`config.mk`:
```
export PLATFORM = sky130hd
export DESIGN_NAME = pel_top
export DESIGN_NICKNAME = d
export VERILOG_FILES = /design/src/rtl/pel_pkg.sv /design/src/rtl/pel_sample_ff.sv /design/src/rtl/pel_error_ff.sv /design/src/rtl/pel_top.sv
export SDC_FILE = /design/constraint.sdc
export NUM_CORES = 1
export LEC_CHECK = 0
export ABC_AREA = 1
export BUFFER_PORTS_ARGS = -buffer_cell sky130_fd_sc_hd__buf_2
export CAP_MARGIN = 20
export CELL_PAD_IN_SITES_DETAIL_PLACEMENT = 0
export CELL_PAD_IN_SITES_GLOBAL_PLACEMENT = 2
export CORE_UTILIZATION = 15
export CTS_BUF_LIST = sky130_fd_sc_hd__clkbuf_8
export CTS_CLUSTER_SIZE = 8
export DETAILED_ROUTE_END_ITERATION = 10
export GPL_ROUTABILITY_DRIVEN = 1
export GPL_TIMING_DRIVEN = 1
export PLACE_DENSITY = 0.8
export SETUP_SLACK_MARGIN = 0.2
export SLEW_MARGIN = 10
export SYNTH_ARGS = -nofsm -noshare
export SYNTH_HDL_FRONTEND = slang
export SYNTH_HIERARCHICAL = 1
export SYNTH_SLANG_ARGS = --single-unit
```
`constraint.sdc`:
```
create_clock -name clk -period 0.8 [get_ports clk]
set_clock_uncertainty 0.1 [all_clocks]
set_input_delay 0.24 -clock clk [delete_from_list [all_inputs] [get_ports clk]]
set_output_delay 0.24 -clock clk [all_outputs]
set_load 0.02 [all_outputs]
```
`src/rtl/pel_pkg.sv`:
```
// Shared constants for the parity error latch.
// Assumes two capture paths: index 0 is the fast path, index 1 the slow path.
package pel_pkg;
    localparam int NUM_PATHS = 2;
    localparam int PATH_FAST = 0;
    localparam int PATH_SLOW = 1;
endpackage

```
`src/rtl/pel_sample_ff.sv`:
```
// One capture path: samples a parity failure on its strobe and passes it on
// only while the direction level matches STEER_LEVEL.
// Assumes strobes are single-clock pulses; clear outranks sample.
module pel_sample_ff #(
    parameter bit STEER_LEVEL = 1'b1
) (
    input  logic clk,
    input  logic rst_n,
    input  logic init,
    input  logic sample,
    input  logic clear,
    input  logic fail_in,
    input  logic hold_in,
    input  logic mem_out,
    output logic q,
    output logic pass
);
    // Capture flop: reset/init, then clear, then sample, else hold.
    always_ff @(posedge clk) begin
        if (!rst_n || init)
            q <= 1'b0;
        else if (clear)
            q <= 1'b0;
        else if (sample)
            q <= fail_in | hold_in;
    end

    // Steering gate: path result counts only in its own cycle type.
    always_comb pass = q & (mem_out == STEER_LEVEL);
endmodule

```
`src/rtl/pel_error_ff.sv`:
```
// Sticky error flop: loads the pending error on the end-of-pulse strobe.
// Assumes the strobe is a single-clock pulse.
module pel_error_ff (
    input  logic clk,
    input  logic rst_n,
    input  logic init,
    input  logic load,
    input  logic d,
    output logic q
);
    // Error register: reset/init clears, strobe loads.
    always_ff @(posedge clk) begin
        if (!rst_n || init)
            q <= 1'b0;
        else if (load)
            q <= d;
    end
endmodule

```
`src/rtl/pel_top.sv`:
```
// Parity error latch top: two steered capture paths, one sticky error flop,
// and interrupt gating. Assumes all timing edges are one-clock strobes.
module pel_top (
    input  logic clk,
    input  logic rst_n,
    input  logic parity_ok,
    input  logic mem_out,
    input  logic tp2_lead,
    input  logic tp2_trail,
    input  logic tp3_lead,
    input  logic tp3_trail,
    input  logic clr_err,
    input  logic irq_en,
    input  logic init,
    output logic err_flag,
    output logic err_pend,
    output logic irq_req
);
    import pel_pkg::*;

    logic [NUM_PATHS-1:0] path_q;
    logic [NUM_PATHS-1:0] path_pass;
    logic                 path_clear;
    logic                 fail_now;

    // Clear command acts only at the start of the second pulse.
    always_comb path_clear = tp3_lead & clr_err;
    // Failure seen on the parity line this clock.
    always_comb fail_now = ~parity_ok;

    for (genvar i = 0; i < NUM_PATHS; i++) begin : g_path
        localparam bit IS_FAST = (i == PATH_FAST);
        pel_sample_ff #(.STEER_LEVEL(IS_FAST)) u_path (
            .clk     (clk),
            .rst_n   (rst_n),
            .init    (init),
            .sample  (IS_FAST ? tp2_trail : tp2_lead),
            .clear   (path_clear),
            .fail_in (fail_now),
            .hold_in (err_flag),
            .mem_out (mem_out),
            .q       (path_q[i]),
            .pass    (path_pass[i])
        );
    end

    // Pending error: any steered path reporting a failure.
    always_comb err_pend = |path_pass;

    pel_error_ff u_err (
        .clk   (clk),
        .rst_n (rst_n),
        .init  (init),
        .load  (tp3_trail),
        .d     (err_pend),
        .q     (err_flag)
    );

    // Interrupt gating: request follows the pending error when enabled.
    always_comb irq_req = err_pend & irq_en;
endmodule

```
==> results.yml, run 1 <==
synth:
  syn_inst: 37
  synth_edf_count: 0
  synth-simple-area-share: 0.390
  ys_top_cells_by_area: "dfxtp_1, inv_1, nand2_1, nor2_2, nor2_1"
  synth_cell_types: 9
  yosysTopAreaCellShare: 0.293
  synth_top_family_by_area: "simple AND/OR/NAND/NOR gates"
  syn_nets: 48
  synth_compound_area_frac: 0.0427
  async_flop_share: 0
  synthTopCellsByCount: "inv_1, nand2_1, nor2_1"
  synth_area_um2: 205
  synthMuxAreaShare: 0
  ys_seq_area_frac: 0.293
  synth_seq_cells: 3
  yosysMostFrequentCell: "inv_1"
  synth_top_area_cell: "dfxtp_1"
  avgSynthCellArea_um2: 5.55
  ys_warn_count: 6
  synth_flop_cell: "dfxtp_1"
  synth_xor_area_frac: 0
  yosys.area_share.adder: 0
clock_tree:
  cts_sinks: 3
  clkTransAtPathRegs_ps: 30
  cts_root_buffer: "clkbuf_8"
  clkLatencyLatePin_ps: 220
  cts_tree: "done"
  htree_levels: 1
  cts_buffers: 3
  clock_path_buffers: 2
  cts_hold_buf: 0
pwr:
  finalPower_w: 0.000700
  peakVddDrop_v: 0.000501
  power_density_nw_per_um2: 1490
  power.leakage_nw: 0.264
setup_path:
  slowest_stage: "dfxtp_2"
  crit_required_ps: 460
  worst-path-buf-inv: 3
  path_cells: "nand2_2, inv_2, nor2_4, inv_2, buf_6"
  cp.depth: 5
  cpMostUsedCell: "inv_2"
  critical_path_class: "reg2out"
  path_max_fanout: 2
  cp-end-kind: "output pin"
  worstPathArrival_ps: 940
  start_kind: "register"
  max_stage_delay_ps: 310
  critical-path-top-delay-family: "flip-flops"
  r2r_cells: 8
grt:
  grt_usage: 0.0855
  antenna_found_initial: 0
  grt_max_degree: 4
  grt_pass1_wl_um: 772
  grt_pass1_vias: 227
  overflow: 0
timing:
  fmax_ghz: 0.781
  setup_violations: 6
  hold_viol: 0
  min_period_ps: 1280
  final_max_slew_viol_count: 0
  fin_crit_sh: 1.60
  hold_slack_ps: 179
  setup_ws_ps: -481
  rsz0062_at_grt: "true"
  maxSlewHeadroom: 0.916
  worst_pin_slew_ps: 125
drt:
  vias: 270
  wl_um: 532
  drc: 0
  ant_nets: 0
  drt_iter0_markers: 2
  vias_per_cell: 3.60
  drtPass1Iterations: 2
  post_drt_wl_per_cell_um: 7.09
floorplan:
  pin_count: 14
  floorplan.die.height_um: 39.0
  rows: 12
  dieArea_um2: 1520
  initial_core_util: 0.173
  die_w_um: 39.0
  core_area_um2: 1190
job:
  drv_cap: 0
min_path:
  min-delay-path-class: "in2reg"
  min_path_cells: 3
finish:
  regArea_um2: 66.3
  area_delta_synth_final_pct: 129
  nFillCells: 133
  multi_input_area_um2: 134
  diodes: 0
  nets: 73
  fin_util: 0.397
  drive_above_1_share: 0.721
status:
  status: "finished, violations left"
  violations: "negative setup slack"
placed_design:
  dp_hpwl_um: 385
  port_buffers: 13
  finalWeightedCongestion: 0.685
-- path summary, 6_finish.rpt --
| check | slack [ps] | start | end |
|---|---|---|---|
| max reg2reg | -350 | g_path[0].u_path/q$_SDFFE_PP0P_ | u_err/q$_SDFFE_PP0P_ |
| max | -480 | g_path[0].u_path/q$_SDFFE_PP0P_ | err_pend |
| min | 180 | tp3_trail | u_err/q$_SDFFE_PP0P_ |
| min reg2reg | 460 | g_path[0].u_path/q$_SDFFE_PP0P_ | g_path[0].u_path/q$_SDFFE_PP0P_ |
-- registers in the layout, indices dropped and copies added (netlist names) --
| signal | count |
|---|---|
| g_path.u_path/q | 2 |
| u_err/q | 1 |
-- kinds of logic (layout without fill, tap and decap cells) --
family / after synthesis / count (layout)
AND/OR/NAND/NOR: 18 / 18
AO/OA/AOI/OAI: 1 / 1
flip-flops: 3 / 3
buffers and inverters: 15 / 39
-- report_power, final --
part / total, W / leakage (nW) / switching, W / internal [W]
clock network: 0.000425 / 0.0269 / 0.0000982 / 0.000326
logic: 0.000120 / 0.211 / 0.0000586 / 0.0000617
registers: 0.000155 / 0.0261 / 0.00000263 / 0.000153
-- placed cells by master (no fill, tap or decap) --
master	n
nand3_1	1
nand2_1	3
nor2_1	2
buf_6	7
a21oi_2	1
nor2_4	3
clkbuf_8	3
inv_2	5
nand2_2	4
nand3_2	1
nor3_2	2
nor2_2	2
buf_4	3
inv_1	11
dfxtp_2	2
dfxtp_4	1
buf_2	10
-- layer usage --
metal	GRT usage	up-vias	routed length [um]
met1	0.0717	116	207
met3	0.0520	0	24
met2	0.138	5	300
li1	-	149	-
met4	0.0776	0	0
met5	0	-	0
-- through the flow --
stage / cell area, um2 / std cells / TNS [ps] / setup slack [ps]
3_3_place_gp: 352 / 68 / -1040 / -334
3_5_place_dp: 352 / 68 / -1050 / -337
2_1_floorplan: 239 / 37 / -461 / -172
5_1_grt: 470 / 75 / -1950 / -524
6_report: 470 / 75 / -1750 / -481
4_1_cts: 450 / 75 / -1820 / -489
-- what timing repair did --
action | CTS | global route
cloned | 0 | 0
resized for setup | 10 | 8
setup endpoints to repair | 6 | 6
hold endpoints to repair | 0 | 0
pin swaps | 2 | 4
setup buffers | 3 | 0
-- final cells by class --
type	instances	area share
clock buffer	3	0.0878
timing repair buffer	20	0.322
multi-input combinational	19	0.285
inverter	15	0.120
sequential	3	0.141
clock inverter	1	0.00798
tap	14	0.0372
-- tightest hold or removal path, stage by stage --
cell,delay [ps]
buf_2,110
nand2_2,60
a21oi_2,40
Power figures use the tool's default switching activity.
==> run 2: changes to the inputs <==
clock period = 1.05 ns   (was 0.8 ns; I/O delays follow)
==> run 2 against run 1 <==
The run still ends with negative setup slack left. Final area down 4.3%. Sequential share of layout area up 0.63 points. Setup slack better by 190 ps. Power down 24%. Utilization down 1.7 points. Critical endpoint unchanged.
==> results.yml, run 2 (synthesis gave the netlist of run 1 again) <==
timing:
  min_period_ps: 1340
  finalSetupTns_ps: -765
  final_max_slew_viol_count: 0
  fmax_ghz: 0.747
  setup_ws_ps: -289
  worst_pin_slew_ps: 124
  rsz0062_at_grt: "true"
  hold_slack_ps: 257
  maxSlewHeadroom: 0.917
  setup_violations: 4
  fin_crit_sh: 1.27
  hold_viol: 0
floorplan:
  floorplan.die.height_um: 39.0
  dieArea_um2: 1520
  initial_core_util: 0.173
  die_w_um: 39.0
  pin_count: 14
  rows: 12
  core_area_um2: 1190
finish:
  layout_commonest_cell: "inv_1"
  nFillCells: 133
  nets: 71
  area_delta_synth_final_pct: 120
  multi_input_area_um2: 136
  diodes: 0
  reg_top3: "g_path.u_path/q x2, u_err/q x1"
  drive_above_1_share: 0.678
  layout_common_cells: "inv_1, buf_2, buf_6"
  top_register: "g_path.u_path/q"
  fin_util: 0.380
  largest_reg_flops: 2
  regArea_um2: 66.3
drt:
  routed.top_layer: "met4"
  vias_per_cell: 3.58
  met2WireLength_um: 225
  wl_met3_um: 37
  routedLengthMet1_um: 190
  drc: 0
  drt_iter0_markers: 1
  post_drt_wl_per_cell_um: 6.81
  vias: 261
  wl_um: 497
  ant_nets: 0
  drtPass1Iterations: 2
pwr:
  power_density_nw_per_um2: 1190
  finalPower_w: 0.000535
  peakVddDrop_v: 0.000307
  power.leakage_nw: 0.262
setup_path:
  crit_required_ps: 630
  startpoint: "g_path[0].u_path/q$_SDFFE_PP0P_"
  worstPathArrival_ps: 920
  r2r-start: "g_path[0].u_path/q$_SDFFE_PP0P_"
  cp-end-kind: "output pin"
  r2r_end: "u_err/q$_SDFFE_PP0P_"
  path_max_fanout: 2
  r2r_cells: 9
  r2r_slack_ps: -160
  endpoint: "err_pend"
  critical_path_class: "reg2out"
  start_kind: "register"
grt:
  grt_usage: 0.0891
  grt_pass1_vias: 191
  overflow: 0
  grt_max_degree: 4
  antenna_found_initial: 0
  grt_pass1_wl_um: 731
clock_tree:
  clkLatencyLatePin_ps: 220
  clkTransAtPathRegs_ps: 30
  cts_sinks: 3
  clock_path_buffers: 2
  cts_hold_buf: 0
  htree_levels: 1
  cts_tree: "done"
  cts_buffers: 3
  cts_root_buffer: "clkbuf_8"
status:
  status: "finished, violations left"
  violations: "negative setup slack"
job:
  drv_cap: 0
placed_design:
  dp_hpwl_um: 362
  place_ws_ps: -255
  finalWeightedCongestion: 0.637
  port_buffers: 13
min_path:
  min-delay-path-class: "in2reg"
-- run 2: area by class of cell --
cell class | instances | share of cell area
repair buffers | 18 | 0.286
flip-flops and latches | 3 | 0.147
multi-input cells | 19 | 0.303
clock inverters | 1 | 0.00833
well taps | 14 | 0.0389
clock buffers | 3 | 0.0917
inverters | 15 | 0.125
-- run 2: per-layer routing --
| layer | up-vias | global-route usage |
|---|---|---|
| met4 | 0 | 0.181 |
| met1 | 96 | 0.0751 |
| met3 | 4 | 0.0405 |
| met2 | 14 | 0.104 |
| met5 | - | 0 |
| li1 | 147 | - |
-- run 2: power by group --
part | internal (W) | switching (W)
logic | 0.0000456 | 0.0000447
registers | 0.000116 | 0.00000163
clock network | 0.000249 | 0.0000777
total | 0.000411 | 0.000124
-- run 2: critical path: stages (launching register included) --
cell,delay [ps]
dfxtp_2,310
nand2_2,50
inv_2,40
nor2_4,130
inv_2,50
buf_6,120
-- run 2: timing repair --
action / 4_1_cts / 5_1_grt
hold endpoints to repair: 0 / 0
resized for setup: 17 / 6
pin swaps: 4 / 4
gates cloned: 0 / 0
buffers inserted: 3 / 0
setup endpoints to repair: 4 / 6
-- run 2: stage by stage --
| step | cells | instance area, um2 |
|---|---|---|
| 5_1_grt | 73 | 450 |
| 2_1_floorplan | 37 | 214 |
| 4_1_cts | 73 | 432 |
| 3_3_place_gp | 66 | 312 |
| 6_report | 73 | 450 |
| 3_5_place_dp | 66 | 312 |
-- run 2: worst min path at each step --
stage	startpoint	to	slack, ps	cells past startpoint
after detailed placement	u_err/q$_SDFFE_PP0P_	u_err/q$_SDFFE_PP0P_	390	2
after global routing	tp3_trail	u_err/q$_SDFFE_PP0P_	260	3
after CTS	tp3_trail	u_err/q$_SDFFE_PP0P_	250	3
after floorplan	rst_n	u_err/q$_SDFFE_PP0P_	340	2
after global placement	u_err/q$_SDFFE_PP0P_	u_err/q$_SDFFE_PP0P_	380	2
final	rst_n	u_err/q$_SDFFE_PP0P_	260	3
